[config.mk]
export PLATFORM = sky130hd
export DESIGN_NAME = triplet_engine
export DESIGN_NICKNAME = d
export VERILOG_FILES = /design/src/rtl/triplet_pkg.sv /design/src/rtl/triplet_decide.sv /design/src/rtl/slot_timer.sv /design/src/rtl/triplet_engine.sv
export SDC_FILE = /design/constraint.sdc
export NUM_CORES = 1
export LEC_CHECK = 0
export ABC_AREA = 1
export BUFFER_PORTS_ARGS = -buffer_cell sky130_fd_sc_hd__clkbuf_2
export CAP_MARGIN = 25
export CORE_MARGIN = 4
export CORE_UTILIZATION = 55
export DETAILED_ROUTE_END_ITERATION = 6
export PLACE_DENSITY = 0.83
export SLEW_MARGIN = 20
export SYNTH_ARGS = -nofsm -noshare
export SYNTH_HDL_FRONTEND = slang
export SYNTH_HIERARCHICAL = 1
export SYNTH_SLANG_ARGS = --single-unit
export TNS_END_PERCENT = 5
[constraint.sdc]
create_clock -name clk_i -period 2.2 [get_ports clk_i]
set_input_delay 0.44 -clock clk_i [delete_from_list [all_inputs] [get_ports clk_i]]
set_output_delay 0.44 -clock clk_i [all_outputs]
set_load 0.01 [all_outputs]
[src/rtl/triplet_pkg.sv]
package triplet_pkg;

    typedef enum logic [1:0] {
        ST_IDLE   = 2'd0,
        ST_RD_ID  = 2'd1,
        ST_RD_CMP = 2'd2,
        ST_WR_DIR = 2'd3
    } trip_state_e;

    localparam logic [2:0] CODE_NONE  = 3'b011;
    localparam logic [2:0] CODE_RESET = 3'b000;

    typedef struct packed {
        trip_state_e st;
        logic        id_bit;
        logic        cmp_bit;
        logic        dir;
        logic        pref;
        logic        done;
        logic [2:0]  res;
    } trip_regs_t;

endpackage

[src/rtl/triplet_decide.sv]
module triplet_decide (
    input  logic       id_i,
    input  logic       cmp_i,
    input  logic       pref_i,
    output logic       none_o,
    output logic       dir_o,
    output logic [2:0] code_o
);
    always_comb begin
        none_o = id_i & cmp_i;
        if (!id_i && !cmp_i) begin
            dir_o = pref_i;
        end else begin
            dir_o = id_i;
        end
        if (none_o) begin
            code_o = triplet_pkg::CODE_NONE;
        end else begin
            code_o = {dir_o, cmp_i, id_i};
        end
    end
endmodule

[src/rtl/slot_timer.sv]
module slot_timer #(
    parameter int LIMIT = 64
) (
    input  logic clk_i,
    input  logic rst_ni,
    input  logic run_i,
    input  logic clear_i,
    output logic expire_o
);
    localparam int CW = (LIMIT > 2) ? $clog2(LIMIT) : 1;
    localparam logic [CW-1:0] LAST = CW'(LIMIT - 1);

    logic [CW-1:0] cnt_d, cnt_q;

    always_comb begin
        if (!run_i || clear_i) begin
            cnt_d = '0;
        end else if (cnt_q == LAST) begin
            cnt_d = cnt_q;
        end else begin
            cnt_d = cnt_q + 1'b1;
        end
        expire_o = run_i && (cnt_q == LAST);
    end

    always_ff @(posedge clk_i or negedge rst_ni) begin
        if (!rst_ni) begin
            cnt_q <= '0;
        end else begin
            cnt_q <= cnt_d;
        end
    end

    AST_TIMER_RESTARTS: assert property (@(posedge clk_i) disable iff (!rst_ni)
        !run_i |=> (cnt_q == '0));
endmodule

[src/rtl/triplet_engine.sv]
module triplet_engine #(
    parameter int RX_W      = 8,
    parameter int TMO_LIMIT = 64
) (
    input  logic            clk_i,
    input  logic            rst_ni,
    input  logic            start_i,
    input  logic            dir_pref_i,
    output logic            busy_o,
    output logic            done_o,
    output logic [2:0]      result_o,
    output logic            slot_req_o,
    output logic            slot_wr_o,
    output logic            slot_wbit_o,
    input  logic            slot_ack_i,
    input  logic [RX_W-1:0] slot_rdata_i
);
    import triplet_pkg::*;

    trip_regs_t r_d, r_q;
    logic       in_slot;
    logic       rx_bit;
    logic       expire;
    logic       dec_none;
    logic       dec_dir;
    logic [2:0] dec_code;

    assign in_slot = (r_q.st != ST_IDLE);
    assign rx_bit  = slot_rdata_i[0];

    slot_timer #(.LIMIT(TMO_LIMIT)) i_timer (
        .clk_i   (clk_i),
        .rst_ni  (rst_ni),
        .run_i   (in_slot),
        .clear_i (slot_ack_i),
        .expire_o(expire)
    );

    triplet_decide i_decide (
        .id_i  (r_q.id_bit),
        .cmp_i (rx_bit),
        .pref_i(r_q.pref),
        .none_o(dec_none),
        .dir_o (dec_dir),
        .code_o(dec_code)
    );

    always_comb begin
        r_d      = r_q;
        r_d.done = 1'b0;
        unique case (r_q.st)
            ST_IDLE: begin
                if (start_i) begin
                    r_d.st   = ST_RD_ID;
                    r_d.pref = dir_pref_i;
                end
            end
            ST_RD_ID: begin
                if (slot_ack_i) begin
                    r_d.id_bit = rx_bit;
                    r_d.st     = ST_RD_CMP;
                end else if (expire) begin
                    r_d.st   = ST_IDLE;
                    r_d.done = 1'b1;
                    r_d.res  = CODE_NONE;
                end
            end
            ST_RD_CMP: begin
                if (slot_ack_i) begin
                    r_d.cmp_bit = rx_bit;
                    if (dec_none) begin
                        r_d.st   = ST_IDLE;
                        r_d.done = 1'b1;
                        r_d.res  = dec_code;
                    end else begin
                        r_d.dir = dec_dir;
                        r_d.st  = ST_WR_DIR;
                    end
                end else if (expire) begin
                    r_d.st   = ST_IDLE;
                    r_d.done = 1'b1;
                    r_d.res  = CODE_NONE;
                end
            end
            ST_WR_DIR: begin
                if (slot_ack_i) begin
                    r_d.st   = ST_IDLE;
                    r_d.done = 1'b1;
                    r_d.res  = {r_q.dir, r_q.cmp_bit, r_q.id_bit};
                end else if (expire) begin
                    r_d.st   = ST_IDLE;
                    r_d.done = 1'b1;
                    r_d.res  = CODE_NONE;
                end
            end
            default: r_d.st = ST_IDLE;
        endcase
    end

    always_ff @(posedge clk_i or negedge rst_ni) begin
        if (!rst_ni) begin
            r_q <= '{st: ST_IDLE, id_bit: 1'b0, cmp_bit: 1'b0, dir: 1'b0,
                     pref: 1'b0, done: 1'b0, res: CODE_RESET};
        end else begin
            r_q <= r_d;
        end
    end

    assign busy_o      = in_slot;
    assign done_o      = r_q.done;
    assign result_o    = r_q.res;
    assign slot_req_o  = in_slot;
    assign slot_wr_o   = (r_q.st == ST_WR_DIR);
    assign slot_wbit_o = r_q.dir;

    AST_START_OPENS_READ: assert property (@(posedge clk_i) disable iff (!rst_ni)
        start_i && !busy_o |=> busy_o && slot_req_o && !slot_wr_o);
    AST_NONE_NO_DIR: assert property (@(posedge clk_i) disable iff (!rst_ni)
        done_o && (result_o[1:0] == 2'b11) |-> !result_o[2]);
    AST_BOTH_ZERO_PREF: assert property (@(posedge clk_i) disable iff (!rst_ni)
        done_o && (result_o[1:0] == 2'b00) |-> (result_o[2] == r_q.pref));
    AST_WBIT_STABLE: assert property (@(posedge clk_i) disable iff (!rst_ni)
        slot_wr_o && $past(slot_wr_o) |-> $stable(slot_wbit_o));
    AST_FORCED_DIR: assert property (@(posedge clk_i) disable iff (!rst_ni)
        done_o && (result_o[0] != result_o[1]) |-> (result_o[2] == result_o[0]));
    AST_DONE_PULSE: assert property (@(posedge clk_i) disable iff (!rst_ni)
        done_o |=> !done_o);
    AST_DONE_IDLE: assert property (@(posedge clk_i) disable iff (!rst_ni)
        done_o |-> !busy_o && !slot_req_o);
    AST_RESULT_HELD: assert property (@(posedge clk_i) disable iff (!rst_ni)
        !done_o && $past(!done_o) |-> $stable(result_o));
    AST_BUSY_START_IGNORED: assert property (@(posedge clk_i) disable iff (!rst_ni)
        busy_o && start_i |=> $stable(r_q.pref));
endmodule

======== Word level (Yosys, flattened, before mapping) ========
Cells that the tools add are included.
word-level totals
  register bits ........................... 16
  input bits .............................. 13
  output and inout port bits .............. 8
  logic and storage cells ................. 49
operators by class
  add/sub/neg operators ................... 1
  equal/unequal tests ..................... 8
  muxes and demuxes ....................... 16
  bitwise logic cells ..................... 2
  reduce and logical (&&, ||, !) cells .... 14
operator list
  kind                   count
  $mux W4                5
  $mux W2                6
  $mux W6                2
  $pmux W4 S3            1
  $pmux W2 S4            1
  $add A6 B1 Y6 const B  1
  $eq A6 B6 Y1 const B   1
  $reduce_and A2 Y1      3
  $reduce_and A3 Y1      2
  $eq A2 B2 Y1 const B   2
  $ne A2 B2 Y1 const B   2
  $logic_not A1 Y1       3
  $ne A3 B3 Y1 const B   1
  $reduce_bool A3 Y1     1
  $eq A2 B1 Y1 const B   1
  $logic_and A1 B1 Y1    2
  $logic_not A2 Y1       1
  $ne A2 B1 Y1 const B   1
  $reduce_bool A2 Y1     1
  $and A1 B1 Y1          1
  $logic_or A1 B1 Y1     1
  $mux W1                1
  $not A1 Y1             1

======== Depth between registers and ports, before layout ========
Gate-level depths: netlist (run 1).
  word-level depth ........................ 5
  mapped depth ............................ 10
  depth with buffers taken out ............ 10

======== Hierarchy ========
Netlist (run 1), hierarchy kept.
modules (own cells, without submodules)
  module          times used  cells each  area each (um2)  sequential area each (um2)
  triplet_engine  1           80          580.6            250.2
  slot_timer      1           44          357.8            150.1
  triplet_decide  1           9           37.5             0.0

======== Worst setup path after synthesis (run 1) ========
Ideal clock, no wire load.
  path kind ............................... register -> register
  start point ............................. reg i_timer.cnt_q[0]
  end point ............................... reg r_q, in the netlist result_o[2]
  library setup time ...................... 117 ps
  arrival time ............................ 1286 ps
  data required time ...................... 2083 ps
  slack ................................... 797 ps
  stages on the path, launching flop included .. 11
  buffers on the path ..................... 0
  period minus slack after synthesis ...... 1403 ps
  cell sequence ........................... dfrtp_1 > ha_1 > nand2_2 > nor2_4 > nand2_2 > nor2_1 > inv_1 > nand2_1 > nand4_1 > nand2_1 > nand2_1
between the ends
  cells in the longest elaborated chain, start to end .. 5
  elaborated cells on any way between the ends .. 7
  classes of those cells .................. eq/ne (1); mux (5); reduce/logical (1)
ends and longest elaborated chain
  what                               RTL line               source
  start: declaration                 slot_timer.sv:13       logic [CW-1:0] cnt_d, cnt_q;
  start signal: assignment           slot_timer.sv:30       cnt_q <= cnt_d;
  $eq A6 B6 Y1 (*)                   slot_timer.sv:23       expire_o = run_i && (cnt_q == LAST);
  $logic_and A1 B1 Y1 (*)            slot_timer.sv:23
  net expire                         triplet_engine.sv:23   logic expire;
  $mux W4 (*)                        -
  $mux W4, on equally long branches  -
  $pmux W4 S3 (*)                    -
  end signal: assignment             triplet_engine.sv:102  r_q <= '{st: ST_IDLE, id_bit: 1'b0, cmp_bit: 1'b0, dir: 1'b0,
  end signal: assignment             triplet_engine.sv:105  r_q <= r_d;
  end: declaration                   triplet_engine.sv:20   trip_regs_t r_d, r_q;
The timed path passes the listed nets; every way through them passes the cells marked *. The select of a mux whose other input is x is not followed.
A chain may end at the register's enable or synchronous reset.

======== Worst setup path in the final report (run 1) ========
Ends and elaborated chain as after synthesis.

==> metrics.txt, run 1 <==
power share of the sequential group=41.8%; # IOs=21; syn_area_per_cell=~7.3 um^2; Req. time, crit path=2.38 ns; Worst Path Arrival=roughly 1.9 ns; post-synth cell types=25; crit share post-route=between 70 and 80%; DR pass1 iterations=4; Setup Skew=~0.0041 ns; CP max stage delay=0.40 ns; Core Box Area=about 1600 um^2; combinational group share of total power=41.3%; CTS tree=done; Tightest Pin Transition=~0.40 ns; NetSw=0.492 mW; synthesized net count=147; initial core utilization=between 60 and 70%; DP HPWL=between 1000 and 1500 um; cts repair resizes=0; Die X=around 50 um; Setup CP Type=reg2reg; die area=2510 um^2; share of cells above drive strength 1=between 10% and 20%; I/O Buffers=13; min cycle time layout=1.70 ns; Non-Filler Instances=between 150 and 200; wire per inst=approximately 11 um; Synth Area in Simple Gates=between 30% and 40%; clock network fraction of total power=around 17%; largest family of logic cells by synthesized area=simple AND/OR/NAND/NOR gates; largest net degree at the start of global routing=17; Internal=approximately 0.66 mW; Crit path max-delay family=simple AND/OR/NAND/NOR gates; cells after synthesis=133; initial antenna violation count=0; number of fill cells in the layout=144; clock latency on the worst-skew pair=around 0.28 ns; Max VDD drop=764 uV; # hold bufs at CTS=0; Area Overhead vs Synth=8.85%; CTS root buf=clkbuf_4; worst hold path type=in2async; CTS Buf Count=3; Adder-Cell Fraction of Synth Area=~1.3%; H-tree Lvls=1; clk buf depth=2; DRC violations left=0; Util after Layout=around two thirds; setup TNS=0 ns; slowest CP cell=dfrtp_1; synthesized flop and latch total=16; critical path cell sequence=ha_1 -> nand2_2 -> nor2_4 -> nand2_2 -> nor2_1 -> inv_1 -> nand2_1 -> nand4_1 -> nand2_1 -> nand2_1; Clock Sinks=16; power density over the cells=between 1000 and 1500 nW/um^2; Final Max Slew Viols=0; final setup fails=0; Routed Antenna Nets=0; vias per cell=5.17; synthesized area=976 um^2; fmax=0.590 GHz; ant diodes=0; register area=~400 um^2; Worst Path Buf+Inv=1; grt ovf=0; static leakage=0.599 nW; sequential element share of the synthesized area=between 40% and 50%; status=finished clean; final net count=about 160; CP startpoint kind=register; All-Layer GR Usage=~17%; RSZ-0062 raised after global routing=no; wirelength, routed=1880 um; Placed Cells incl. Taps=approximately 160; die height=between 50 and 60 um; top fanout value on the critical path=5; mux cell area share after synthesis=0%; Post-CTS Setup Inserts=0; Crit path top cell by count=nand2_1; multi-input logic area=463 um^2; MaxCap Viol Count=0; DR iter-0 viols=between 40 and 50; number of global-route vias before repair=roughly 800; vias=~860; RD Place Congestion=between 0.8 and 0.9; switching portion of total power=between 40 and 50%; crit end category=register; clock slew at reported path FFs=~0.1 ns; XOR/XNOR Fraction of Synth Area=0%; worst rel slew slack=about three quarters; Ys Warns=6; num rows=14; Compound-Gate Fraction of Synth Area=6.67%; final hold vios=0; first-pass GRT wire length=between 3000 and 4000 um
## per-stage QoR
step	hold WS [ns]	total power, mW	instance area (um^2)	worst slack (ns)
2_1_floorplan	0.144	0.861	976	0.797
3_3_place_gp	0.384	0.942	1030	0.609
3_5_place_dp	0.389	0.966	1030	0.576
4_1_cts	0.0756	1.16	1060	0.522
5_1_grt	0.0817	1.26	1060	0.345
6_report	0.0597	1.16	1060	0.505
## worst paths after layout
path                                     to  slack (ns)  depth (start not counted)        startpoint
worst max-delay path            result_o[2]        0.50                         10  i_timer/cnt_q[0]
worst min-delay path            result_o[1]        0.06                          1            rst_ni
worst max register to register  result_o[2]        0.50                         10  i_timer/cnt_q[0]
worst min register to register  result_o[2]        0.48                          2       result_o[2]
max in group asynchronous            done_o        1.85                          1            rst_ni
min in group clk_i                   r_q[4]        0.37                          3        dir_pref_i
## routing by layer
| layer | wire, um | part of all wire, % | up-vias | GRT usage, % |
|---|---|---|---|---|
| li1 | - | - | 438 | - |
| met1 | 867 | 46 | 393 | 23.2 |
| met2 | 870 | 46 | 31 | 27.4 |
| met3 | 127 | 6.8 | 2 | 2.71 |
| met4 | 12 | 0.64 | 0 | 7.37 |
| met5 | 0 | 0 | - | 0 |
## synthesized netlist by cell type
library cell	count	area share (%)
nor2_8	1	2.1
a21oi_1	1	0.51
nand3_2	1	1.0
nor2_4	2	2.3
o21ai_0	4	2.1
dfrtp_1	16	41
inv_1	16	6.2
or2_2	1	0.64
o22ai_1	1	0.64
nand2_4	1	1.2
nand3b_1	1	0.77
inv_2	2	0.77
o21ai_1	1	0.51
ha_1	1	1.3
nor3_1	2	1.0
a31oi_1	1	0.64
nand3_1	15	7.7
o21bai_1	2	1.5
buf_4	5	3.8
nand4_1	3	1.9
o21a_1	1	0.77
clkbuf_1	2	0.77
nor2_1	11	4.2
nand2_1	40	15
nand2_2	2	1.3
## cell type report
cell class                      count  area share (%)
Clock buffer                        4            3.42
Multi-Input combinational cell     92            43.6
Sequential cell                    16            37.7
Timing Repair Buffer               13            6.12
Tap cell                           24            2.83
Inverter                           18            6.36
## power groups by stage
stage               Clock (mW)  Sequential [mW]  Combinational, mW
floorplan                    0            0.475              0.386
global placement             0            0.484              0.458
detailed placement           0            0.490              0.476
CTS                      0.197            0.484              0.481
global route             0.214            0.499              0.545
finish                   0.195            0.483              0.477
## kinds of logic (layout without fill, tap and decap cells)
group / Yosys count / in the layout
AOI/OAI and AO/OA: 11 / 11
buffers and inverters: 25 / 35
adders and majority gates: 1 / 1
DFF: 16 / 16
and+or+nand+nor: 80 / 80
## registers in the layout, indices dropped and copies added, names as in the netlist
name	count
done_o	1
i_timer/cnt_q	6
r_q	5
result_o	3
slot_wbit_o	1
## cell usage in the layout (no fill, tap or decap), drive strengths merged, types with 2 or more instances in the layout
cell	synthesis	layout
clkbuf	2	17
dfrtp	16	16
inv	18	18
nand2	43	43
nand3	16	16
nand4	3	3
nor2	14	14
nor3	2	2
o21ai	5	5
o21bai	2	2
Power figures use the tool's default switching activity.
==> run 2, diff against run 1 <==
CORE_UTILIZATION = 47   (was 55)
PLACE_DENSITY = 0.76   (was 0.83)
clock period = 1.4 ns   (was 2.2 ns; I/O delays follow)
==> metrics.txt, run 2 (synthesis gave the netlist of run 1 again) <==
wirelength, routed=approximately 2000 um; ant diodes=0; power density over the cells=1690 nW/um^2; final worst slack=-0.00705 ns; Req. time, crit path=roughly 1.6 ns; Max VDD drop=830 uV; violated checks=setup timing; first-pass GRT wire length=3400 um; most common cell after layout, fill and taps aside=nand2_1; Tightest Pin Transition=0.400 ns; All-Layer GR Usage=16.4%; DR pass1 iterations=4; final setup fails=2; # IOs=21; Area Overhead vs Synth=22.1%; Worst Path Arrival=approximately 1.6 ns; Largest Register=i_timer/cnt_q; vias=about 900; largest net degree at the start of global routing=17; worst hold path type=in2reg; wire per inst=10.8 um; Clock Sinks=16; number of flip-flops in the largest register=6; clock latency on the worst-skew pair=0.29 ns; status=finished, violations left; register area=400 um^2; min cycle time layout=1.41 ns; fmax=around 0.7 GHz; clk buf depth=2; CTS root buf=clkbuf_4; Util after Layout=around three fifths; CTS tree=done; Routed Antenna Nets=0; grt ovf=0; final net count=approximately 170; crit end category=register; Final Max Slew Viols=0; RD Place Congestion=roughly 0.82; num rows=16; Setup CP Type=reg2reg; die height=about 54 um; crit share post-route=101%; share of cells above drive strength 1=between 20 and 30%; I/O Buffers=13; CTS Buf Count=3; number of global-route vias before repair=approximately 860; static leakage=approximately 0.68 nW; DP HPWL=~1500 um; DR iter-0 viols=21; worst rel slew slack=between 70% and 80%; number of fill cells in the layout=just under 200; final hold vios=0; CP startpoint kind=register; most frequent cells in the layout=nand2_1 (39), dfrtp_1 (16), inv_1 (15), nand3_1 (15); Die X=between 50 and 60 um; H-tree Lvls=1; initial core utilization=between 40% and 50%; MaxCap Viol Count=0; worst slack at placement=-0.0536 ns; clock slew at reported path FFs=roughly 0.09 ns; Core Box Area=1960 um^2; initial antenna violation count=0; top fanout value on the critical path=4; Setup Skew=between 0.0006 and 0.0007 ns; vias per cell=slightly below 5; DRC violations left=0; RSZ-0062 raised after global routing=yes; multi-input logic area=480 um^2; die area=2870 um^2
## run 2: power by group
part	switching, mW	leakage (nW)	internal, mW	total, mW
combinational	0.569	0.454	0.427	0.996
sequential	0.103	0.205	0.613	0.716
clock	0.145	0.0210	0.158	0.304
## run 2: final timing paths
kind | start | end | slack [ns] | cells after the start
min in group asynchronous | rst_ni | i_timer/cnt_q[1] | 0.46 | 2
worst max register to register | i_timer/cnt_q[0] | result_o[0] | -0.007 | 9
worst max-delay path | i_timer/cnt_q[0] | result_o[0] | -0.007 | 9
worst min-delay path | dir_pref_i | r_q[4] | 0.22 | 3
max in group asynchronous | rst_ni | r_q[9] | 0.66 | 2
worst min register to register | result_o[2] | result_o[2] | 0.48 | 2
## run 2: repair_timing
item,CTS,global route
setup endpoints to repair,5,9
endpoints found under the hold margin,16,0
buffers inserted,2,1
gates resized for setup,3,2
hold buffers,1,0
pin swaps,0,3
## run 2: cell type report
class | instances | share of cell area (%)
multi-input cells | 92 | 40.3
inverters | 18 | 5.67
flip-flops and latches | 16 | 33.6
well taps | 27 | 2.84
repair buffers | 27 | 14.5
clock buffers | 4 | 3.05
## run 2: stage by stage
| stage | TNS, ns | power, mW | hold WS, ns | cell area (um^2) | cells |
|---|---|---|---|---|---|
| after floorplan | 0 | 1.36 | -0.0156 | 978 | 133 |
| after global routing | -0.421 | 2.18 | 0.226 | 1190 | 184 |
| final | -0.00973 | 2.02 | 0.219 | 1190 | 184 |
| after CTS | -0.0185 | 2.00 | 0.214 | 1180 | 183 |
| after global placement | -0.000151 | 1.63 | 0.228 | 1110 | 176 |
| after detailed placement | -0.0757 | 1.65 | 0.227 | 1110 | 176 |
## run 2: per-layer routing
layer	track usage [%]	part of all wire [%]	vias up
met5	0	0	-
met4	8.94	1.7	0
met3	2.49	4.6	4
met2	29.8	51	27
met1	18.3	43	420
li1	-	-	464
## run 2: critical path, cell delays in order (launching register included)
cell and delay, ns:
dfrtp_1 0.37, ha_2 0.19, nand2_2 0.07, nor2_4 0.11
nand2_4 0.07, nor2_4 0.14, nor2_1 0.08, o21ai_0 0.17
nand2_1 0.07, nand3_1 0.08
==> run 3, diff against run 2 <==
RECOVER_POWER = 25   (was unset)
TNS_END_PERCENT = 10   (was 5)
==> metrics.txt, run 3 (synthesis gave the netlist of run 1 again) <==
status=finished, violations left; violated checks=setup timing; clock slew at reported path FFs=roughly 0.09 ns; r2r endpoint=result_o[0]; DR pass1 iterations=4; first-pass GRT wire length=about 3400 um; Tightest Pin Transition=0.862 ns; RD Place Congestion=0.818; Req. time, crit path=between 1.5 and 2 ns; power density over the cells=~1700 nW/um^2; number of global-route vias before repair=about 860; most frequent cells in the layout=nand2_1 (39), dfrtp_1 (16), inv_1 (15), nand3_1 (15), buf_4 (13); final setup fails=2; I/O Buffers=13; Total Power=around 2 mW; die area=between 2000 and 3000 um^2; number of flip-flops in the largest register=6; CP startpoint kind=register; Clock Sinks=16; flop2flop setup slack=-0.007 ns; multi-input logic area=a little under 500 um^2; Placed Cells incl. Taps=roughly 180; top routing layer in use=met4; Area Overhead vs Synth=21.9%; slowest CP cell=dfrtp_1; Core Box Area=around 2000 um^2; grt ovf=0; Die X=53.6 um; crit share post-route=101%; Worst Path Buf+Inv=0; die height=between 50 and 60 um; vias=a little over 900; R2R Path Start=i_timer/cnt_q[0]; critical path cell sequence=ha_2 -> nand2_2 -> nor2_4 -> nand2_4 -> nor2_4 -> nor2_1 -> o21ai_0 -> nand2_1 -> nand3_1; DP HPWL=around 1500 um; Setup CP Type=reg2reg; Register-to-Register Path Depth=9; Hold Path Origin=dir_pref_i; clk buf depth=2; Routed Antenna Nets=0; share of cells above drive strength 1=between 20% and 30%; MaxCap Viol Count=0; vias per cell=around 5; Crit path max-delay family=simple AND/OR/NAND/NOR gates; # IOs=21; CTS root buf=clkbuf_4; All-Layer GR Usage=between 10% and 20%; ant diodes=0; final net count=about 170; static leakage=between 0.6 and 0.7 nW; worst hold path type=in2reg; DRC violations left=0; Setup Skew=a little over 0.0007 ns; register area=around 400 um^2; CTS tree=done; initial core utilization=roughly half; Max VDD drop=~830 uV; H-tree Lvls=1; final hold vios=0; top fanout value on the critical path=4; num rows=16; Non-Filler Instances=184; wl on met1=approximately 840 um; worst rel slew slack=between 40% and 50%; final worst slack=-0.00706 ns; most common cell after layout, fill and taps aside=nand2_1; hold path cells=3; Worst Path Arrival=roughly 1.6 ns; CTS Buf Count=3; clock latency on the worst-skew pair=slightly below 0.3 ns; Hold Crit Endpoint=r_q[4]; Largest Register=i_timer/cnt_q; fmax=roughly 0.7 GHz; number of fill cells in the layout=between 150 and 200; routed wl met2=1030 um; wirelength, routed=1990 um; DR WL met3=slightly above 90 um; CP max stage delay=around 0.37 ns; Crit path top cell by count=nor2_4; DR iter-0 viols=23; RSZ-0062 raised after global routing=yes; Final Max Slew Viols=0; wire per inst=10.8 um; largest net degree at the start of global routing=17; crit end category=register; initial antenna violation count=0; min cycle time layout=approximately 1.4 ns
[run 3: worst max-delay path by stage]
stage                startpoint          end  slack [ns]  cells past startpoint
2_1_floorplan            r_q[9]  result_o[0]        0.02                      8
3_3_place_gp   i_timer/cnt_q[0]  result_o[2]     -0.0002                     10
3_5_place_dp   i_timer/cnt_q[1]  result_o[2]       -0.05                     10
4_1_cts        i_timer/cnt_q[0]  result_o[2]       -0.02                     10
5_1_grt        i_timer/cnt_q[1]  result_o[2]       -0.12                     10
6_report       i_timer/cnt_q[0]  result_o[0]      -0.007                      9
[run 3: routing by layer]
layer | vias to the layer above | GRT usage, %
li1 | 464 | -
met3 | 4 | 2.49
met5 | - | 0
met1 | 421 | 18.3
met2 | 27 | 29.8
met4 | 0 | 8.94
[run 3: per-stage QoR]
| step | setup WS [ns] | hold slack [ns] | util (%) | area, um^2 | setup TNS, ns |
|---|---|---|---|---|---|
| final | -0.00706 | 0.220 | 60.7 | 1190 | -0.00909 |
| after global routing | -0.117 | 0.226 | 60.7 | 1190 | -0.421 |
| after CTS | -0.0185 | 0.214 | 59.9 | 1180 | -0.0185 |
| after detailed placement | -0.0536 | 0.227 | 56.4 | 1110 | -0.0757 |
| after global placement | -0.000151 | 0.228 | 56.4 | 1110 | -0.000151 |
| after floorplan | 0.0169 | -0.0156 | - | 978 | 0 |
[run 3: area by class of cell]
type | instances | share of cell area, %
clock buffers | 4 | 3.05
repair buffers | 27 | 14.4
flip-flops and latches | 16 | 33.6
multi-input cells | 92 | 40.4
well taps | 27 | 2.84
inverters | 18 | 5.68
[run 3: report_power, final]
group          switching [mW]  internal (mW)
logic                   0.569          0.426
clock network           0.145          0.158
registers               0.103          0.613
[run 3: tightest hold or removal path: cells and delay by family]
kind | cells | cell delay, ns
simple gates | 2 | 0.12
buf+inv | 1 | 0.08
[run 3: what timing repair did]
item / 4_1_cts / 5_1_grt
resized for setup: 3 / 2
pin swaps: 0 / 3
endpoints found under the setup margin: 5 / 9
gates cloned: 0 / 0
endpoints found under the hold margin: 16 / 0
hold buffers: 1 / 0
buffers inserted: 2 / 1
